<file path="config.mk">
export PLATFORM = sky130hd
export DESIGN_NAME = mode_alu
export DESIGN_NICKNAME = d
export VERILOG_FILES = /design/src/rtl/mode_alu_pkg.sv /design/src/rtl/mode_alu_y_gen.sv /design/src/rtl/mode_alu_adder.sv /design/src/rtl/mode_alu_logic.sv /design/src/rtl/mode_alu.sv
export SDC_FILE = /design/constraint.sdc
export NUM_CORES = 1
export LEC_CHECK = 0
export BUFFER_PORTS_ARGS = -buffer_cell sky130_fd_sc_hd__buf_2
export CAP_MARGIN = 20
export CORE_MARGIN = 4
export CORE_UTILIZATION = 49
export DETAILED_ROUTE_END_ITERATION = 8
export GPL_TIMING_DRIVEN = 0
export PLACE_DENSITY = 0.81
export SYNTH_ARGS = -nofsm -noshare
export SYNTH_HDL_FRONTEND = slang
export SYNTH_SLANG_ARGS = --single-unit
</file>
<file path="constraint.sdc">
create_clock -name vclk -period 4.2
set_clock_uncertainty 0.1 [all_clocks]
set_input_delay 0.21 -clock vclk [all_inputs]
set_output_delay 0.21 -clock vclk [all_outputs]
set_load 0.005 [all_outputs]
</file>
<file path="src/rtl/mode_alu_pkg.sv">
package mode_alu_pkg;
  typedef enum logic [1:0] {
    Y_ZERO = 2'b00,
    Y_PASS = 2'b01,
    Y_INV  = 2'b10,
    Y_ONES = 2'b11
  } y_sel_e;

  typedef enum logic [1:0] {
    LG_AND = 2'b00,
    LG_OR  = 2'b01,
    LG_XOR = 2'b10,
    LG_NOT = 2'b11
  } lg_sel_e;

  localparam int unsigned SEL_W    = 3;
  localparam int unsigned MODE_BIT = 2;
endpackage

</file>
<file path="src/rtl/mode_alu_y_gen.sv">
module mode_alu_y_gen #(
  parameter int unsigned WIDTH = 8
) (
  input  logic [WIDTH-1:0] b_i,
  input  logic [1:0]       sel_i,
  output logic [WIDTH-1:0] y_o
);
  import mode_alu_pkg::*;

  // one small mux per bit, shared select
  for (genvar i = 0; i < WIDTH; i++) begin : g_bit
    always_comb begin
      unique case (y_sel_e'(sel_i))
        Y_ZERO:  y_o[i] = 1'b0;
        Y_PASS:  y_o[i] = b_i[i];
        Y_INV:   y_o[i] = ~b_i[i];
        default: y_o[i] = 1'b1;
      endcase
    end
  end
endmodule

</file>
<file path="src/rtl/mode_alu_adder.sv">
module mode_alu_adder #(
  parameter int unsigned WIDTH = 8
) (
  input  logic [WIDTH-1:0] a_i,
  input  logic [WIDTH-1:0] y_i,
  input  logic             cin_i,
  output logic [WIDTH-1:0] sum_o,
  output logic             cout_o,
  output logic             c_msb_in_o
);
  logic [WIDTH:0] c;

  assign c[0] = cin_i;

  for (genvar i = 0; i < WIDTH; i++) begin : g_fa
    assign sum_o[i] = a_i[i] ^ y_i[i] ^ c[i];
    assign c[i+1]   = (a_i[i] & y_i[i]) | (c[i] & (a_i[i] ^ y_i[i]));
  end

  assign cout_o     = c[WIDTH];
  assign c_msb_in_o = c[WIDTH-1];
endmodule

</file>
<file path="src/rtl/mode_alu_logic.sv">
module mode_alu_logic #(
  parameter int unsigned WIDTH = 8
) (
  input  logic [WIDTH-1:0] a_i,
  input  logic [WIDTH-1:0] b_i,
  input  logic [1:0]       sel_i,
  output logic [WIDTH-1:0] res_o
);
  import mode_alu_pkg::*;

  always_comb begin
    unique case (lg_sel_e'(sel_i))
      LG_AND:  res_o = a_i & b_i;
      LG_OR:   res_o = a_i | b_i;
      LG_XOR:  res_o = a_i ^ b_i;
      default: res_o = ~a_i;
    endcase
  end
endmodule

</file>
<file path="src/rtl/mode_alu.sv">
module mode_alu #(
  parameter int unsigned WIDTH = 8
) (
  input  logic [WIDTH-1:0]                     a_i,
  input  logic [WIDTH-1:0]                     b_i,
  input  logic [mode_alu_pkg::SEL_W-1:0]       sel_i,
  input  logic                                 cin_i,
  output logic [WIDTH-1:0]                     result_o,
  output logic                                 carry_o,
  output logic                                 overflow_o
);
  import mode_alu_pkg::*;

  logic             logic_mode;
  logic [WIDTH-1:0] y;
  logic [WIDTH-1:0] arith_res;
  logic [WIDTH-1:0] logic_res;
  logic             add_cout;
  logic             add_cmsb;

  assign logic_mode = sel_i[MODE_BIT];

  mode_alu_y_gen #(.WIDTH(WIDTH)) u_y_gen (
    .b_i   (b_i),
    .sel_i (sel_i[1:0]),
    .y_o   (y)
  );

  mode_alu_adder #(.WIDTH(WIDTH)) u_adder (
    .a_i        (a_i),
    .y_i        (y),
    .cin_i      (cin_i),
    .sum_o      (arith_res),
    .cout_o     (add_cout),
    .c_msb_in_o (add_cmsb)
  );

  mode_alu_logic #(.WIDTH(WIDTH)) u_logic (
    .a_i   (a_i),
    .b_i   (b_i),
    .sel_i (sel_i[1:0]),
    .res_o (logic_res)
  );

  assign result_o   = logic_mode ? logic_res : arith_res;
  // flags are meaningless for bitwise ops
  assign carry_o    = ~logic_mode & add_cout;
  assign overflow_o = ~logic_mode & (add_cout ^ add_cmsb);
endmodule

</file>
After elaboration in Yosys (flattened, before gate mapping)

Cells that the tools add are included.

Register bits after elaboration: 0
Latch bits: 0
Bits in writable memories: 0
ROM bits: 0
Input bits: 20
Output and inout port bits: 10
Word-level logic and storage cells: 69
Memories: 0

Add/subtract/negate cells: 0
Multiply operators: 0
Div/mod/pow operators: 0
Order comparisons: 0
Equality and inequality tests: 2
Shift-type cells: 0
Muxes and demuxes: 10
Bitwise gates (word level): 56
Reduce and logical (&&, ||, !) cells: 1

Operators by type and width:

| operator                                                        | number |
|---|---|
| 1-bit case mux with 3 select lines                              | 8 |
| 8-bit case mux with 3 select lines                              | 1 |
| 1-bit bitwise AND                                               | 18 |
| 1-bit XOR                                                       | 17 |
| 1-bit NOT                                                       | 9 |
| 8-bit bitwise AND                                               | 1 |
| 8-bit 2-to-1 mux                                                | 1 |
| 8-bit NOT                                                       | 1 |
| 1-bit bitwise OR                                                | 8 |
| 8-bit bitwise OR                                                | 1 |
| 8-bit XOR                                                       | 1 |
| 2-bit by 1-bit == test with 1-bit output, second input constant | 1 |
| 2-bit == test, second input constant                            | 1 |
| 2-bit logical NOT                                               | 1 |

Logic depth before layout (Yosys ltp)

Depth in word-level cells: 21
Depth in mapped cells: 15
Gate-level depth less buffers: 12

Modules after synthesis

From an unflattened synthesis, not the netlist that was laid out.

Cell total of the unflattened synthesis: 88
Area total of the unflattened synthesis: 933.4 sq um

Modules (own cells, without submodules):

| module         | instances | cells an instance | area each (sq um) | sequential area each (sq um) |
|---|---|---|---|---|
| mode_alu_logic | 1         | 50                | 493.0             | 0.0 |
| mode_alu_adder | 1         | 18                | 197.7             | 0.0 |
| mode_alu       | 1         | 12                | 152.6             | 0.0 |
| mode_alu_y_gen | 1         | 8                 | 90.1              | 0.0 |

Worst setup path before layout

OpenSTA, ideal clock, no wires.

Kind: input -> output
Start: input port sel_i[0] in the netlist's numbering
End: output port result_o[7]
Data arrival time: 3.870 ns
Data required time: 3.890 ns
Path slack: 0.020 ns
Stages: 14
Path buffers: 3
Path through: buf_6 -> buf_6 -> buf_6 -> mux2_2 -> fa_1 -> fa_1 -> fa_1 -> fa_1 -> fa_1 -> inv_1 -> fa_1 -> fa_1 -> fa_1 -> a221oi_1

Word-level cells in the longest chain between the ends: 19

RTL lines:

| what                                  | RTL line                                   | RTL |
|---|---|---|
| start: declaration                    | mode_alu.sv:6                              | `input logic [mode_alu_pkg::SEL_W-1:0] sel_i,` |
| 2-bit == test (tied with other cells) | mode_alu_y_gen.sv:13, mode_alu_logic.sv:12 |  |
| 1-bit case mux with 3 select lines    | mode_alu_y_gen.sv:13                       | `unique case (y_sel_e'(sel_i))` |
| 1-bit XOR                             | mode_alu_adder.sv:17                       | `assign c[i+1] = (a_i[i] & y_i[i]) \| (c[i] & (a_i[i] ^ y_i[i]));` |
| 1-bit bitwise AND                     | mode_alu_adder.sv:17                       |  |
| 1-bit bitwise OR                      | mode_alu_adder.sv:17                       |  |
| 1-bit bitwise AND                     | mode_alu_adder.sv:17                       |  |
| 1-bit bitwise OR                      | mode_alu_adder.sv:17                       |  |
| 1-bit bitwise AND                     | mode_alu_adder.sv:17                       |  |
| [... 3 more ...]                      | -                                          |  |
| 1-bit bitwise AND                     | mode_alu_adder.sv:17                       |  |
| 1-bit bitwise OR                      | mode_alu_adder.sv:17                       |  |
| 1-bit bitwise AND                     | mode_alu_adder.sv:17                       |  |
| 1-bit bitwise OR                      | mode_alu_adder.sv:17                       |  |
| 1-bit bitwise AND                     | mode_alu_adder.sv:17                       |  |
| 1-bit bitwise OR                      | mode_alu_adder.sv:17                       |  |
| 1-bit XOR                             | mode_alu_adder.sv:16                       | `assign sum_o[i] = a_i[i] ^ y_i[i] ^ c[i];` |
| 8-bit 2-to-1 mux (*)                  | mode_alu.sv:45                             | `assign result_o = logic_mode ? logic_res : arith_res;` |
| end: declaration                      | mode_alu.sv:8                              | `output logic [WIDTH-1:0] result_o,` |

Every way passes the cells marked *; elsewhere a longest branch is shown, timed or not.

Worst setup path in the final report

Start: input port sel_i[1] in the netlist's numbering
End: output port result_o[7]

The elaborated chain is that of the path after synthesis.

==> flow_summary_export.csv <==
group,metric,value,unit
outcome,status,"completed",
sta,max_freq,0.247,GHz
logic_synthesis,yosys-top-cells-count,"inv_1, ha_1, nand2_1",
critical_path,critPathArrivalTime,3.74,ns
final_layout,fin_util,65.9,%
logic_synthesis,netlist_area,873,µm²
power_and_ir_drop,power.internal,63.6,µW
final_layout,finalNetCount,178,
logic_synthesis,synth-compound-area-share,17.3,%
critical_path,cpMostUsedCell,"fa_2",
logic_synthesis,yosys.area.top_type,"ha_1",
global_route,grt_max_degree,29,
power_and_ir_drop,switchingPower,63.0,µW
logic_synthesis,synth-adder-area-share,41.3,%
final_layout,antenna_cells,0,
sta,final-hold-violation-count,0,
sta,slew_violations,0,
final_layout,register_area,0,µm²
logic_synthesis,yosysMostFrequentCell,"inv_1",
routing,firstDrtPassIters,4,
final_layout,final_cells,156,
sta,rsz0062_at_grt,"false",
critical_path,worstSetupPathType,"input pin to primary output",
power_and_ir_drop,power.density,121,mW/mm²
floorplan,start_util,54.8,%
sta,slew_headroom,84.7,%
logic_synthesis,netlist_instances,106,
floorplan,io_pins,30,
logic_synthesis,synthXorXnorAreaFrac,1.00,%
routing,drt-total-wl,1.97,mm
sta,worstMarginPinSlew,0.223,ns
global_route,grt_pass1_wl,3.55,mm
min_path,hold_end,"overflow_o",
floorplan,die_area,0.00252,mm²
logic_synthesis,synth_mux_area_share,13.3,%
floorplan,die_h,50.2,µm
floorplan,die_w,50.2,µm
global_route,grtUsageTotal,16.8,%
critical_path,startpoint_type,"input pin",
logic_synthesis,synth.avg_cell_area,8.24,µm²
min_path,holdPathStages,3,
logic_synthesis,synth_area_leaders,"ha_1, fa_1, inv_1, mux2i_1, mux2_2",
global_route,grt_pass1_vias,815,
global_route,antenna_found_initial,0,
power_and_ir_drop,clock_power_share,0,%
critical_path,crit_slowest_cell,"fa_1",
logic_synthesis,synth-simple-area-share,11.5,%
final_layout,seq_cell_count,0,
final_layout,n_clock_buffer,0,
placement,gp_congestion,0.763,
critical_path,max_stage_delay,0.43,ns
routing,num_vias,827,
placement,io_buffers,28,
floorplan,core_region_area,0.00159,mm²
logic_synthesis,seq_area_frac_synth,0,%
power_and_ir_drop,combPwrFrac,100.0,%
floorplan,num_rows,14,
min_path,worstHoldPathType,"input pin to primary output",
job,maxCapViolations,0,
placement,placed_cells,158,
logic_synthesis,syn_nets,150,
logic_synthesis,synth_top_cell_area_share,22.9,%
routing,drt_iter0_drc,5,
power_and_ir_drop,p_seq_share,0,%
logic_synthesis,ys_types,23,
critical_path,cp-end-kind,"primary output",
routing,ant_nets,0,
routing,wl_per_cell,12.6,µm
power_and_ir_drop,p_sw_share,49.8,%
min_path,hp-start,"sel_i[2]",
routing,via_per_inst,5.30,
final_layout,area_growth_syn_to_layout,20.3,%
placement,place_hpwl,1.67,mm
final_layout,drive_above_1_share,37.9,%
critical_path,critPathRequiredTime,3.89,ns
logic_synthesis,yosysWarnings,0,
global_route,globalRouteOverflowTotal,0,
logic_synthesis,synth_top_family_by_area,"adder cells",
routing,drc,0,
sta,report.final.setup_viol,0,
critical_path,cp_max_fo,12,
power_and_ir_drop,peakVddDrop,0.0000611,V
power_and_ir_drop,power.leakage,0.000559,µW
critical_path,crit_chain,"clkbuf_4 -> mux2_4 -> fa_2 -> fa_2 -> fa_2 -> fa_2 -> fa_2 -> inv_2 -> fa_2 -> fa_2 -> fa_1 -> a221oi_2 -> buf_2",
sta,fin_crit_sh,96.4,%
sta,layout_min_cycle_time,4.05,ns
-- metal layers --
| metal | vias to the layer above | GRT usage [%] | routed length, µm |
|---|---|---|---|
| met5 | - | 0 | 0 |
| met4 | 0 | 0.922 | 31 |
| met3 | 4 | 1.18 | 104 |
| met2 | 20 | 31.7 | 1030 |
| met1 | 396 | 21.8 | 800 |
| li1 | 407 | - | - |
-- final cells by class --
class	instances	area, µm²
Multi-Input combinational cell	79	764
Fill cell	140	543
Timing Repair Buffer	29	150
Inverter	21	78.8
Tap cell	24	30.0
Buffer	3	27.5
-- metrics by stage --
stage          setup WS (ns)  setup TNS, ns  total power [µW]  area (µm²)  hold WS (ns)
3_3_place_gp          -0.252         -0.266               117        1040         0.671
3_5_place_dp          -0.280         -0.334               123        1040         0.685
2_1_floorplan         0.0196              0              77.3         873         0.489
5_1_grt               0.0217              0               146        1050         0.718
4_1_cts               0.0338              0               128        1040         0.685
6_report               0.149              0               127        1050         0.684
-- power by group through the flow --
stage                     Combinational (µW)  Clock (µW)  Sequential [µW]
after CTS                                128           0                0
after detailed placement                 123           0                0
final                                    127           0                0
after global placement                   117           0                0
after global routing                     146           0                0
after floorplan                         77.3           0                0
-- cells by family after synthesis --
family,after synthesis
xor+xnor,1
buf+inv,27
compound gates,21
mux,11
fa+ha+maj,24
simple gates,22
-- timing repair --
item	in CTS	in global routing
gates cloned	0	0
resized for setup	9	2
hold buffers	0	0
pin swaps	8	5
buffers inserted	1	0
setup endpoints to repair	2	1
-- cells in the final DEF, fill, tap and decap left out, types with 2 or more instances in the layout --
| cell | Yosys | final |
|---|---|---|
| nor2_1 | 6 | 6 |
| a21oi_1 | 5 | 5 |
| o211ai_1 | 2 | 2 |
| o221ai_1 | 2 | 2 |
| fa_2 | 0 | 7 |
| nand2_1 | 9 | 9 |
| or2_2 | 3 | 3 |
| mux2i_1 | 6 | 6 |
| a211oi_1 | 3 | 3 |
| a221o_1 | 3 | 3 |
| inv_1 | 21 | 20 |
| o21ai_1 | 3 | 3 |
| a221oi_1 | 3 | 2 |
| buf_6 | 4 | 2 |
| buf_2 | 1 | 28 |
| ha_1 | 16 | 16 |
| mux2_2 | 5 | 4 |
-- how the worst max path moves through the flow --
stage | slack, ns | depth (start not counted) | end | start
2_1_floorplan | 0.02 | 14 | result_o[7] | sel_i[0]
6_report | 0.15 | 13 | result_o[7] | sel_i[1]
5_1_grt | 0.02 | 13 | result_o[7] | sel_i[1]
4_1_cts | 0.03 | 13 | result_o[7] | sel_i[1]
3_3_place_gp | -0.25 | 15 | result_o[7] | sel_i[0]
3_5_place_dp | -0.28 | 15 | result_o[7] | sel_i[0]
-- critical path, delay by kind of cell --
family                     cells  cell delay (ns)
adders and majority gates      8             2.61
AOI/OAI and AO/OA              1             0.24
buffers and inverters          3             0.39
muxes                          1             0.30
Note: power is estimated with default switching activity, not from simulation.
